### config.mk
export PLATFORM = sky130hd
export DESIGN_NAME = ptw_walker
export DESIGN_NICKNAME = d
export VERILOG_FILES = /design/src/rtl/ptw_pkg.sv /design/src/rtl/ptw_addr_gen.sv /design/src/rtl/ptw_perm_check.sv /design/src/rtl/ptw_walker.sv
export SDC_FILE = /design/constraint.sdc
export NUM_CORES = 1
export LEC_CHECK = 0
export CORE_MARGIN = 5
export CORE_UTILIZATION = 54
export CTS_CLUSTER_SIZE = 40
export DETAILED_ROUTE_END_ITERATION = 16
export PLACE_DENSITY = 0.84
export SLEW_MARGIN = 20
export SYNTH_ARGS = -nofsm -noshare
export SYNTH_HDL_FRONTEND = slang
export SYNTH_SLANG_ARGS = --single-unit
export TNS_END_PERCENT = 100
### constraint.sdc
create_clock -name clk -period 5.2 [get_ports clk]
set_input_delay 0.78 -clock clk [delete_from_list [all_inputs] [get_ports clk]]
set_output_delay 0.78 -clock clk [all_outputs]
set_load 0.02 [all_outputs]
### src/rtl/ptw_pkg.sv
package ptw_pkg;

   // entry bit positions, decoded by the walker
   localparam int unsigned EB_PRESENT  = 0;
   localparam int unsigned EB_WRITE    = 1;
   localparam int unsigned EB_USER     = 2;
   localparam int unsigned EB_ACCESSED = 5;
   localparam int unsigned EB_DIRTY    = 6;
   localparam int unsigned EB_LARGE    = 7;
   localparam int unsigned EB_GLOBAL   = 8;

   // fault code layout
   localparam int unsigned FC_W      = 5;
   localparam int unsigned FC_PROT   = 0;
   localparam int unsigned FC_WR     = 1;
   localparam int unsigned FC_USR    = 2;
   localparam int unsigned FC_IFETCH = 4;

   typedef enum logic [2:0] {
      ST_IDLE,
      ST_DIR_RD,
      ST_DIR_CHK,
      ST_DIR_WB,
      ST_TBL_RD,
      ST_TBL_CHK,
      ST_TBL_WB,
      ST_RESP
   } walk_state_t;

   typedef struct packed {
      logic wr;
      logic usr;
      logic fetch;
      logic noexec;
   } acc_kind_t;

endpackage

### src/rtl/ptw_addr_gen.sv
module ptw_addr_gen
   import ptw_pkg::*;
#(
   parameter int unsigned VA_W     = 32,
   parameter int unsigned IDX_W    = 10,
   parameter int unsigned OFF_W    = 12,
   parameter bit          LARGE_EN = 1'b1
) (
   input  logic [VA_W-1:0] va,
   input  logic [VA_W-1:0] dir_base,
   input  logic [VA_W-1:0] dir_ent,
   input  logic [VA_W-1:0] leaf_ent,
   output logic [VA_W-1:0] dir_addr,
   output logic [VA_W-1:0] tbl_addr,
   output logic [VA_W-1:0] pa_small,
   output logic [VA_W-1:0] pa_large,
   output logic            leaf_is_dir
);

   localparam int unsigned HI_LSB = VA_W - IDX_W;
   localparam int unsigned SLOT_W = OFF_W - IDX_W;

   assign dir_addr = {dir_base[VA_W-1:OFF_W], va[VA_W-1:HI_LSB], {SLOT_W{1'b0}}};
   assign tbl_addr = {dir_ent[VA_W-1:OFF_W], va[HI_LSB-1:OFF_W], {SLOT_W{1'b0}}};
   assign pa_small = {leaf_ent[VA_W-1:OFF_W], va[OFF_W-1:0]};

   generate
      if (LARGE_EN) begin : g_large
         assign pa_large    = {dir_ent[VA_W-1:HI_LSB], va[HI_LSB-1:0]};
         assign leaf_is_dir = dir_ent[EB_LARGE];
      end else begin : g_small_only
         assign pa_large    = '0;
         assign leaf_is_dir = 1'b0;
      end
   endgenerate

   logic unused_lo;
   assign unused_lo = ^{dir_base[OFF_W-1:0], dir_ent[OFF_W-1:0], leaf_ent[OFF_W-1:0]};

endmodule

### src/rtl/ptw_perm_check.sv
module ptw_perm_check
   import ptw_pkg::*;
#(
   parameter int unsigned ENT_W = 32
) (
   input  logic [ENT_W-1:0] dir_ent,
   input  logic [ENT_W-1:0] leaf_ent,
   input  logic             leaf_is_dir,
   input  logic             entry_absent,
   input  acc_kind_t        acc,
   output logic             deny,
   output logic             eff_user,
   output logic             eff_write,
   output logic             leaf_global,
   output logic [FC_W-1:0]  fcode
);

   logic rights_bad;
   logic exec_bad;

   always_comb begin
      if (leaf_is_dir) begin
         eff_user    = dir_ent[EB_USER];
         eff_write   = dir_ent[EB_WRITE];
         leaf_global = dir_ent[EB_GLOBAL];
      end else begin
         eff_user    = dir_ent[EB_USER] & leaf_ent[EB_USER];
         eff_write   = dir_ent[EB_WRITE] & leaf_ent[EB_WRITE];
         leaf_global = leaf_ent[EB_GLOBAL];
      end
   end

   // supervisor accesses skip the write-right test
   assign rights_bad = acc.usr & (~eff_user | (acc.wr & ~eff_write));
   assign exec_bad   = acc.fetch & acc.noexec;
   assign deny       = rights_bad | exec_bad;

   always_comb begin
      fcode            = '0;
      fcode[FC_PROT]   = ~entry_absent;
      fcode[FC_WR]     = acc.wr;
      fcode[FC_USR]    = acc.usr;
      fcode[FC_IFETCH] = ~entry_absent & exec_bad;
   end

   logic unused_ent;
   assign unused_ent = ^{dir_ent, leaf_ent};

endmodule

### src/rtl/ptw_walker.sv
module ptw_walker
   import ptw_pkg::*;
#(
   parameter int unsigned VA_W     = 32,
   parameter int unsigned IDX_W    = 10,
   parameter int unsigned OFF_W    = 12,
   parameter bit          LARGE_EN = 1'b1
) (
   input  logic            clk,
   input  logic            rst_n,
   input  logic            req_valid,
   output logic            req_ready,
   input  logic [VA_W-1:0] req_va,
   input  logic            req_write,
   input  logic            req_user,
   input  logic            req_fetch,
   input  logic            req_noexec,
   input  logic [VA_W-1:0] dir_base,
   output logic            mem_req,
   output logic            mem_we,
   output logic [VA_W-1:0] mem_addr,
   output logic [VA_W-1:0] mem_wdata,
   input  logic            mem_ack,
   input  logic [VA_W-1:0] mem_rdata,
   output logic            rsp_valid,
   input  logic            rsp_ready,
   output logic            rsp_fault,
   output logic [4:0]      rsp_code,
   output logic [VA_W-1:0] rsp_pa,
   output logic            rsp_user,
   output logic            rsp_write,
   output logic            rsp_global,
   output logic            rsp_large
);

   generate
      if (VA_W != 2 * IDX_W + OFF_W) begin : g_bad_split
         $error("ptw_walker: VA_W must equal two index fields plus the offset");
      end
      if (OFF_W != IDX_W + 2) begin : g_bad_entry
         $error("ptw_walker: a table of four-byte entries must fill one page");
      end
      if (VA_W <= EB_GLOBAL || FC_W != 5) begin : g_bad_width
         $error("ptw_walker: entry width too small for the flag layout");
      end
   endgenerate

   walk_state_t     st;
   logic [VA_W-1:0] va_q, base_q, pde_q, pte_q, wb_q;
   acc_kind_t       acc_q;

   logic [VA_W-1:0] dir_addr, tbl_addr, pa_small, pa_large;
   logic            leaf_is_dir;
   logic            entry_absent, deny, eff_user, eff_write, leaf_global;
   logic [FC_W-1:0] fcode;
   logic            fault_n;
   logic [VA_W-1:0] leaf_sel, set_mask, leaf_wb, dir_acc_wb;

   ptw_addr_gen #(
      .VA_W    (VA_W),
      .IDX_W   (IDX_W),
      .OFF_W   (OFF_W),
      .LARGE_EN(LARGE_EN)
   ) u_addr (
      .va         (va_q),
      .dir_base   (base_q),
      .dir_ent    (pde_q),
      .leaf_ent   (pte_q),
      .dir_addr   (dir_addr),
      .tbl_addr   (tbl_addr),
      .pa_small   (pa_small),
      .pa_large   (pa_large),
      .leaf_is_dir(leaf_is_dir)
   );

   assign entry_absent = (st == ST_DIR_CHK) ? ~pde_q[EB_PRESENT] : ~pte_q[EB_PRESENT];

   ptw_perm_check #(
      .ENT_W(VA_W)
   ) u_perm (
      .dir_ent     (pde_q),
      .leaf_ent    (pte_q),
      .leaf_is_dir (leaf_is_dir),
      .entry_absent(entry_absent),
      .acc         (acc_q),
      .deny        (deny),
      .eff_user    (eff_user),
      .eff_write   (eff_write),
      .leaf_global (leaf_global),
      .fcode       (fcode)
   );

   assign fault_n  = entry_absent | deny;
   assign leaf_sel = leaf_is_dir ? pde_q : pte_q;

   always_comb begin
      set_mask              = '0;
      set_mask[EB_ACCESSED] = 1'b1;
      set_mask[EB_DIRTY]    = ~fault_n & acc_q.wr;
   end

   assign leaf_wb = leaf_sel | set_mask;

   always_comb begin
      dir_acc_wb              = pde_q;
      dir_acc_wb[EB_ACCESSED] = 1'b1;
   end

   // memory port decode
   always_comb begin
      mem_req   = 1'b0;
      mem_we    = 1'b0;
      mem_addr  = tbl_addr;
      mem_wdata = wb_q;
      case (st)
         ST_DIR_RD: begin
            mem_req  = 1'b1;
            mem_addr = dir_addr;
         end
         ST_DIR_WB: begin
            mem_req  = 1'b1;
            mem_we   = 1'b1;
            mem_addr = dir_addr;
         end
         ST_TBL_RD: mem_req = 1'b1;
         ST_TBL_WB: begin
            mem_req = 1'b1;
            mem_we  = 1'b1;
         end
         default: ;
      endcase
   end

   assign req_ready = (st == ST_IDLE);
   assign rsp_valid = (st == ST_RESP);

   // walk sequencer
   always_ff @(posedge clk or negedge rst_n) begin
      if (!rst_n) begin
         st     <= ST_IDLE;
         va_q   <= '0;
         base_q <= '0;
         pde_q  <= '0;
         pte_q  <= '0;
         wb_q   <= '0;
         acc_q  <= '0;
      end else begin
         case (st)
            ST_IDLE: begin
               if (req_valid) begin
                  va_q   <= req_va;
                  base_q <= dir_base;
                  acc_q  <= '{wr: req_write, usr: req_user, fetch: req_fetch, noexec: req_noexec};
                  st     <= ST_DIR_RD;
               end
            end
            ST_DIR_RD: begin
               if (mem_ack) begin
                  pde_q <= mem_rdata;
                  st    <= ST_DIR_CHK;
               end
            end
            ST_DIR_CHK: begin
               if (entry_absent) begin
                  st <= ST_RESP;
               end else if (leaf_is_dir) begin
                  wb_q <= leaf_wb;
                  st   <= (leaf_wb != pde_q) ? ST_DIR_WB : ST_RESP;
               end else if (!pde_q[EB_ACCESSED]) begin
                  wb_q <= dir_acc_wb;
                  st   <= ST_DIR_WB;
               end else begin
                  st <= ST_TBL_RD;
               end
            end
            ST_DIR_WB: begin
               if (mem_ack) begin
                  pde_q <= wb_q;
                  st    <= leaf_is_dir ? ST_RESP : ST_TBL_RD;
               end
            end
            ST_TBL_RD: begin
               if (mem_ack) begin
                  pte_q <= mem_rdata;
                  st    <= ST_TBL_CHK;
               end
            end
            ST_TBL_CHK: begin
               if (entry_absent) begin
                  st <= ST_RESP;
               end else begin
                  wb_q <= leaf_wb;
                  st   <= (leaf_wb != pte_q) ? ST_TBL_WB : ST_RESP;
               end
            end
            ST_TBL_WB: begin
               if (mem_ack) st <= ST_RESP;
            end
            ST_RESP: begin
               if (rsp_ready) st <= ST_IDLE;
            end
            default: st <= ST_IDLE;
         endcase
      end
   end

   // response registers, loaded when a level is judged
   always_ff @(posedge clk or negedge rst_n) begin
      if (!rst_n) begin
         rsp_fault  <= 1'b0;
         rsp_code   <= '0;
         rsp_pa     <= '0;
         rsp_user   <= 1'b0;
         rsp_write  <= 1'b0;
         rsp_global <= 1'b0;
         rsp_large  <= 1'b0;
      end else if (st == ST_DIR_CHK || st == ST_TBL_CHK) begin
         rsp_fault  <= fault_n;
         rsp_code   <= fault_n ? fcode : '0;
         rsp_pa     <= fault_n ? '0 : (leaf_is_dir ? pa_large : pa_small);
         rsp_user   <= ~fault_n & eff_user;
         rsp_write  <= ~fault_n & eff_write;
         rsp_global <= ~fault_n & leaf_global;
         rsp_large  <= ~fault_n & leaf_is_dir;
      end
   end

endmodule

==> flow_summary.ini, run 1 <==
[synthesis]
ys_warn_count = 0
synth_cell_types = 38
synthFlopType = dfrtp_1
ys_ff_latch = 196
ys_seq_area_share_pct = 54.3
synthesis.area_um2 = 9030
synthCells = 791
synth_edf_count = 0
synthArstFlopShare_pct = 100
syn_area_per_cell_um2 = 11.4

[power_and_ir_drop]
ir_drop_uv = 373
p_per_area_nw_per_um2 = 630
leakagePower_uw = 0.00509

[layout]
mostFrequentLayoutCells = 198 x clkdlybuf4s50_1, 195 x dfrtp_1, 130 x nand2_1
fin_nets = 1069
syn_to_final_growth_pct = 30.5
final_core_util_pct = 71.3
drive_above_1_share_pct = 16.8
final_common_cell = clkdlybuf4s50_1
antenna_cells = 0
finalNonFillerCells = 1196

[detailed_routing]
drt-initial-drc-count = 343
ant_nets = 0
wl_per_cell_um = 19.6
drc = 0
drt-total-wl_um = 23400
first_pass_iters = 4
viasPerCell = 5.53
vias = 6609

[floorplanning]
io_pins = 215
row_count = 47
core_um2 = 16500
initial_core_util_pct = 54.7
die_w_um = 139
die_h_um = 139
die_area_um2 = 19400

[clock_network]
cts_tree = built
cts.sinks = 196
ctsHoldBuffers = 0
cts_buffers = 17
cts_root_buf = clkbuf_16
post-cts-setup-buffer-count = 0
worstSkewPairLatency_ns = 0.43
clk_path_buf_depth = 2
cts_resized = 0
cts.clk_slew.worst_paths_ns = 0.07
htree_levels = 4

[timing]
fin_ws_ns = 1.56
grt_setup_unrepaired = no
drv_slew = 0
min_period_ns = 3.64
relSlewSlack_pct = 27.5
fin_tns_setup_ns = 0
finClkSkew_ns = 0.00945
setup_violations = 0
post-route-period-util_pct = 70.0
fmax_mhz = 275
tightest_slew_ns = 1.09
final_hold_viol_count = 0

[critical_path]
crit_required_ns = 4.42
worstSetupPathType = reg -> out
crit_path_end_kind = output pin
crit_fanout = 21
r2r_slack_ns = 1.93
crit_arrival_ns = 2.86
startpoint_type = flop
worstReg2RegEnd = st[2]$_DFFE_PN0P_
timing.reg2reg.worst_path_depth = 7
r2r-start = st[1]$_DFFE_PN0P_

[hold_path]
hold_class = in -> async

[placement]
io_buffers = 199
dp_hpwl_um = 15800
place_congestion = 0.794
dp.cells = 1164
place_ws_ns = 1.74

[global_route]
grt_pass1_wl_um = 37500
grt_pass1_vias = 6760
grt_max_degree = 115
grt_overflow = 0
antenna_found_initial = 1
track_usage_pct = 24.1

[run]
drv_cap = 0

[outcome]
status = completed
## worst max-delay path, cell delays in order (launching register included)
cell and delay (ns):
dfrtp_1 0.63, nor2b_4 0.59, buf_16 0.25, mux2_2 0.37
clkdlybuf4s50_1 0.57
## power breakdown
group / switching (uW) / total (uW) / leakage [uW] / internal (uW)
sequential: 649 / 2810 / 0.00247 / 2160
clock: 562 / 1290 / 0.000270 / 732
combinational: 1690 / 3320 / 0.00235 / 1630
total: 2900 / 7430 / 0.00509 / 4520
## kinds of logic (layout without fill, tap and decap cells)
| group | Yosys count | count (layout) | synth area share (%) |
|---|---|---|---|
| AOI/OAI and AO/OA | 131 | 131 | 8.45 |
| xor gates and xnor gates | 28 | 28 | 2.71 |
| buffers and inverters | 63 | 246 | 2.88 |
| DFF | 196 | 196 | 54.3 |
| muxes | 198 | 198 | 23.5 |
| other | 1 | 3 | 0.0415 |
| and+or+nand+nor | 174 | 174 | 8.10 |
## worst max-delay path by stage
stage / start / endpoint / slack [ns] / cells past startpoint
floorplan: st[2]$_DFFE_PN0P_ / mem_addr[12] / 2.86 / 5
global placement: st[0]$_DFFE_PN0P_ / mem_addr[14] / 1.83 / 3
detailed placement: st[0]$_DFFE_PN0P_ / mem_addr[17] / 1.74 / 3
CTS: st[0]$_DFFE_PN0P_ / mem_addr[17] / 1.28 / 3
global route: st[0]$_DFFE_PN0P_ / mem_addr[17] / 1.51 / 4
finish: st[0]$_DFFE_PN0P_ / mem_addr[17] / 1.56 / 4
## stage by stage
stage / hold WS, ns / power [uW] / instance area, um2
6_report: 0.470 / 7430 / 11800
5_1_grt: 0.496 / 7880 / 11800
4_1_cts: 0.480 / 7450 / 11800
3_5_place_dp: 0.464 / 6140 / 11200
3_3_place_gp: 0.454 / 6020 / 11200
2_1_floorplan: 0.471 / 4770 / 9040
## final cells by class
cell class | count | area, um2
Timing Repair Buffer | 208 | 2080
Tap cell | 220 | 275
Multi-Input combinational cell | 534 | 3930
Fill cell | 1202 | 4740
Sequential cell | 196 | 4910
Clock inverter | 8 | 101
Inverter | 7 | 26.3
Clock buffer | 23 | 468
## metal layers
layer / GRT usage (%) / up-vias / share of wire (%)
met3: 6.48 / 33 / 6.3
li1: - / 3106 / -
met1: 33.0 / 3284 / 44
met4: 6.59 / 2 / 1.8
met5: 0 / - / 0.068
met2: 38.4 / 184 / 48
## flip-flops by register name (all words and copies together) (netlist names)
| register | cells |
|---|---|
| base_q | 20 |
| rsp_user | 1 |
| rsp_write | 1 |
| rsp_global | 1 |
| mem_wdata | 32 |
| rsp_code | 4 |
| pde_q | 32 |
| va_q | 32 |
| st | 3 |
| pte_q | 32 |
| rsp_large | 1 |
| rsp_fault | 1 |
| rsp_pa | 32 |
| acc_q | 4 |
## synthesized netlist by cell type, drive strengths merged (4+ instances only)
library cell | number | share of area (%)
dfrtp | 196 | 54
nand2 | 132 | 5.5
mux2 | 114 | 14
mux2i | 84 | 9.3
o21ai | 84 | 4.7
clkbuf | 41 | 1.7
o31ai | 25 | 2.1
xnor2 | 24 | 2.3
buf | 15 | 0.89
nor2 | 10 | 0.42
inv | 7 | 0.29
nand4 | 7 | 0.48
a21oi | 6 | 0.33
nand2b | 4 | 0.28
nor3 | 4 | 0.22
o22ai | 4 | 0.28
xor2 | 4 | 0.39
Power figures use the tool's default switching activity.
==> run 2, diff against run 1 <==
--- a/config.mk
+++ b/config.mk
@@ -6,10 +6,10 @@
 export NUM_CORES = 1
 export LEC_CHECK = 0
 export CORE_MARGIN = 5
-export CORE_UTILIZATION = 54
+export CORE_UTILIZATION = 45
 export CTS_CLUSTER_SIZE = 40
 export DETAILED_ROUTE_END_ITERATION = 16
-export PLACE_DENSITY = 0.84
+export PLACE_DENSITY = 0.74
 export SLEW_MARGIN = 20
 export SYNTH_ARGS = -nofsm -noshare
 export SYNTH_HDL_FRONTEND = slang
==> constraint.sdc (replaced) <==
create_clock -name clk -period 3.3 [get_ports clk]
set_input_delay 0.495 -clock clk [delete_from_list [all_inputs] [get_ports clk]]
set_output_delay 0.495 -clock clk [all_outputs]
set_load 0.02 [all_outputs]
==> run 2 against run 1 <==
  * Core utilization is 10 points lower
  * Cell area is 1.1% higher
  * Clock power is 62% higher
  * Register-to-register slack worse by 1.2 ns
  * First-iteration DRC count is 4.7% lower
  * Sequential share of layout area is 0.46 points lower
  * Sequential power is 55% higher
  * Largest cell class unchanged
  * Combinational power is 60% higher
  * Cell count is 4.4% higher
  * Critical path depth stayed put
  * Setup slack worse by 1.3 ns
  * Clock-buffer cell count is 5 lower
==> flow_summary.ini, run 2 (synthesis gave the netlist of run 1 again) <==
[outcome]
status = completed

[detailed_routing]
viasPerCell = 5.21
drt-initial-drc-count = 327
vias = 6503
ant_nets = 0
drt-total-wl_um = 23500
wl_per_cell_um = 18.8
drc = 0
first_pass_iters = 4

[power_and_ir_drop]
leakagePower_uw = 0.00514
intPower_uw = 7130
swShare_pct = 39.3
pwr-share-seq_pct = 37.1
ir_drop_uv = 487
clockPowerShare_pct = 17.8
combPwrFrac_pct = 45.1
p_per_area_nw_per_um2 = 985
switchingPower_uw = 4610

[timing]
setup_violations = 0
fin_tns_setup_ns = 0
relSlewSlack_pct = 35.6
min_period_ns = 3.00
final_hold_viol_count = 0
fmax_mhz = 333
holdWs_ns = 0.104
drv_slew = 0
post-route-period-util_pct = 91.0
grt_setup_unrepaired = no
tightest_slew_ns = 0.963
finClkSkew_ns = 0.0169

[clock_network]
worstSkewPairLatency_ns = 0.44
clk_path_buf_depth = 2
cts_tree = built
cts.sinks = 196
cts_buffers = 17
cts_root_buf = clkbuf_16
post-cts-setup-buffer-count = 0
htree_levels = 4
ctsHoldBuffers = 0
cts.clk_slew.worst_paths_ns = 0.07
cts_resized = 0

[layout]
final_common_cell = clkdlybuf4s50_1
mostFrequentLayoutCells = 198 x clkdlybuf4s50_1, 195 x dfrtp_1, 130 x nand2_1
syn_to_final_growth_pct = 32.0
final_core_util_pct = 60.8
antenna_cells = 0
design_area_um2 = 11900
fin_nets = 1076
drive_above_1_share_pct = 18.0

[critical_path]
worstSetupPathType = reg -> out
worstReg2RegEnd = st[2]$_DFFE_PN0P_
crit_path_end_kind = output pin
r2r-start = st[1]$_DFFE_PN0P_
crit_required_ns = 2.80
crit_fanout = 17
startpoint_type = flop
crit_arrival_ns = 2.51
timing.reg2reg.worst_path_depth = 6
r2r_slack_ns = 0.71

[floorplanning]
row_count = 51
die_w_um = 152
die_h_um = 152
die_area_um2 = 23000
core_um2 = 19600
io_pins = 215
initial_core_util_pct = 46.1

[run]
drv_cap = 0

[global_route]
grt_overflow = 0
grt_pass1_wl_um = 36600
antenna_found_initial = 2
grt_pass1_vias = 6560
grt_max_degree = 83
track_usage_pct = 20.6

[placement]
io_buffers = 199
place_congestion = 0.831
dpl-instance-area_um2 = 11300
dp_hpwl_um = 16300

[hold_path]
hold_class = in -> async
-- run 2: cell type report --
type | instances | area (um2)
inverter | 7 | 26.3
clock inverter | 14 | 153
clock buffer | 18 | 439
fill | 1616 | 7670
sequential | 196 | 4910
multi-input combinational | 534 | 3920
tap | 265 | 332
timing repair buffer | 215 | 2140
-- run 2: how the worst max path moves through the flow --
| stage | start | end | slack, ns |
|---|---|---|---|
| 2_1_floorplan | st[2]$_DFFE_PN0P_ | acc_q[0]$_DFFE_PN0P_ | 0.98 |
| 3_3_place_gp | st[0]$_DFFE_PN0P_ | mem_addr[19] | 0.75 |
| 3_5_place_dp | st[0]$_DFFE_PN0P_ | mem_addr[14] | 0.72 |
| 4_1_cts | st[0]$_DFFE_PN0P_ | mem_addr[14] | 0.25 |
| 5_1_grt | st[0]$_DFFE_PN0P_ | mem_addr[14] | 0.18 |
| 6_report | st[0]$_DFFE_PN0P_ | mem_addr[14] | 0.30 |
-- run 2: power by group through the flow --
stage / clock network [uW] / registers (uW) / logic [uW]
6_report: 2090 / 4360 / 5300
5_1_grt: 2230 / 4510 / 5750
4_1_cts: 2130 / 4360 / 5370
3_5_place_dp: 0 / 4400 / 5340
3_3_place_gp: 0 / 4350 / 5250
2_1_floorplan: 0 / 4380 / 3140
-- run 2: metrics by stage --
step	setup slack, ns	std cells	total power [uW]
after global routing	0.179	1249	12500
final	0.297	1249	11700
after global placement	0.755	1217	9600
after CTS	0.254	1249	11900
after floorplan	0.976	793	7520
after detailed placement	0.723	1217	9730
-- run 2: critical path, cell delays in order, from the launching register on --
cell and delay, ns:
dfrtp_1 0.62, nor2b_4 0.24, buf_4 0.28, mux2_2 0.37
clkdlybuf4s50_1 0.57
-- run 2: layer usage --
metal / wire [um] / vias to the layer above / track usage [%]
met2: 10900 / 167 / 32.0
li1: - / 3131 / -
met3: 1650 / 19 / 5.41
met1: 10700 / 3182 / 29.4
met4: 256 / 4 / 4.27
met5: 26 / - / 0
==> run 3, diff against run 2 <==
--- a/config.mk
+++ b/config.mk
@@ -9,7 +9,7 @@
 export CORE_UTILIZATION = 45
 export CTS_CLUSTER_SIZE = 40
 export DETAILED_ROUTE_END_ITERATION = 16
-export PLACE_DENSITY = 0.74
+export PLACE_DENSITY_LB_ADDON = 0.15
 export SLEW_MARGIN = 20
 export SYNTH_ARGS = -nofsm -noshare
 export SYNTH_HDL_FRONTEND = slang
==> constraint.sdc (replaced) <==
create_clock -name clk -period 3.3 [get_ports clk]
set_input_delay 0.825 -clock clk [delete_from_list [all_inputs] [get_ports clk]]
set_output_delay 0.825 -clock clk [all_outputs]
set_load 0.02 [all_outputs]
==> run 3 against run 2 <==
  * Critical path depth is the same
  * Maximum frequency is essentially flat
  * Register-to-register slack gained 0.02 ns
  * Flip-flop and latch count is the same
  * Sequential share of layout area shrank 0.29 points
  * Clock-buffer cell count grew 1
  * Critical path type unchanged
==> flow_summary.ini, run 3 (synthesis gave the netlist of run 1 again) <==
[global_route]
grt_max_degree = 79
grt_pass1_vias = 6609
grt_pass1_wl_um = 36400
grt_overflow = 0
track_usage_pct = 20.5
antenna_found_initial = 0

[detailed_routing]
viasPerCell = 5.19
ant_nets = 0
drc = 0
dr_wl_met3_um = 1540
drt-total-wl_um = 23200
met1_length_um = 10700
wl_per_cell_um = 18.5
drt-initial-drc-count = 320
vias = 6514
met2_length_um = 10700
first_pass_iters = 4
top_layer = met4

[timing]
fin_tns_setup_ns = 0
finClkSkew_ns = 0.00980
relSlewSlack_pct = 33.2
tightest_slew_ns = 1.00
holdWs_ns = 0.415
final_hold_viol_count = 0
post-route-period-util_pct = 90.9
min_period_ns = 3.00
grt_setup_unrepaired = no
drv_slew = 0
setup_violations = 0
fmax_mhz = 333

[clock_network]
ctsHoldBuffers = 0
cts_buffers = 17
cts.clk_slew.worst_paths_ns = 0.07
cts_tree = built
clk_path_buf_depth = 2
cts.sinks = 196
post-cts-setup-buffer-count = 0
cts_root_buf = clkbuf_16
worstSkewPairLatency_ns = 0.42
cts_resized = 0
htree_levels = 4

[critical_path]
path_cells = nor2b_4, buf_4, mux2_2, clkdlybuf4s50_1
cpPeakStageDelay_ns = 0.54
startpoint_type = flop
r2r-start = st[2]$_DFFE_PN0P_
crit_fanout = 20
critPathLaunch = st[2]$_DFFE_PN0P_
crit_path_end_kind = output pin
crit_slowest_cell = clkdlybuf4s50_1
crit_arrival_ns = 2.18
path_buf_inv = 2
cpLargestDelayFamily = buffers and inverters
worstSetupPathType = reg -> out
crit_required_ns = 2.47

[placement]
dp_hpwl_um = 16200
dp.cells = 1223
place_congestion = 0.781
dpl-instance-area_um2 = 11400
io_buffers = 199

[floorplanning]
die_h_um = 152
die_w_um = 152
die_area_um2 = 23000
core_um2 = 19600
io_pins = 215
initial_core_util_pct = 46.1
row_count = 51

[power_and_ir_drop]
p_per_area_nw_per_um2 = 984
ir_drop_uv = 581
leakagePower_uw = 0.00519
finalPower_uw = 11800

[layout]
finalNonFillerCells = 1254
fin_nets = 1082
final_common_cell = clkdlybuf4s50_1
design_area_um2 = 12000
syn_to_final_growth_pct = 32.9
drive_above_1_share_pct = 18.2
mostFrequentLayoutCells = 198 x clkdlybuf4s50_1, 195 x dfrtp_1, 130 x nand2_1
antenna_cells = 0

[outcome]
status = completed

[run]
drv_cap = 0

[hold_path]
hold_class = in -> async
==> run 3: changes by cell type in the layout (fill, tap and decap cells not counted), sizes merged <==
cell,previous run,this run
clkbuf,19,20
inv,10,9
buf,16,22
clkinvlp,3,1
bufinv,2,3
==> run 3: power breakdown <==
group	switching (uW)	total (uW)	internal (uW)
clock network	911	2120	1210
registers	913	4320	3400
logic	2730	5370	2640
==> run 3: worst register-to-register path, delay by kind of cell, from the launching register on <==
family,cells,cell delay [ns]
flip-flops,1,0.40
AO/OA/AOI/OAI,3,0.82
buffers and inverters,1,0.20
multiplexers,1,0.25
AND/OR/NAND/NOR,2,0.76
==> run 3: worst paths after layout <==
kind	depth (start not counted)	slack (ns)	endpoint
min reg2reg	2	0.47	rsp_code[1]$_DFFE_PN0P_
max in group asynchronous	2	2.04	mem_wdata[13]$_DFFE_PN0P_
max reg2reg	7	0.73	st[2]$_DFFE_PN0P_
min	1	0.42	va_q[3]$_DFFE_PN0P_
min in group clk	2	0.47	rsp_code[1]$_DFFE_PN0P_
max	4	0.30	mem_addr[4]
==> run 3: per-layer routing <==
metal	vias up	global-route usage, %
li1	3137	-
met1	3198	28.9
met2	164	32.0
met3	15	5.65
met4	0	4.63
met5	-	0
==> run 3: metrics by stage <==
| step | setup WS (ns) | utilization, % |
|---|---|---|
| 4_1_cts | 0.266 | 61.3 |
| 6_report | 0.299 | 61.3 |
| 3_5_place_dp | 0.734 | 58.2 |
| 2_1_floorplan | 0.912 | - |
| 3_3_place_gp | 0.742 | 58.2 |
| 5_1_grt | 0.187 | 61.3 |
==> run 3: layout make-up <==
type                    instances  area (um2)
clock inverters                12         153
multi-input cells             534        3920
well taps                     265         332
clock buffers                  19         443
fillers                      1650        7580
flip-flops and latches        196        4910
repair buffers                221        2220
inverters                       7        26.3
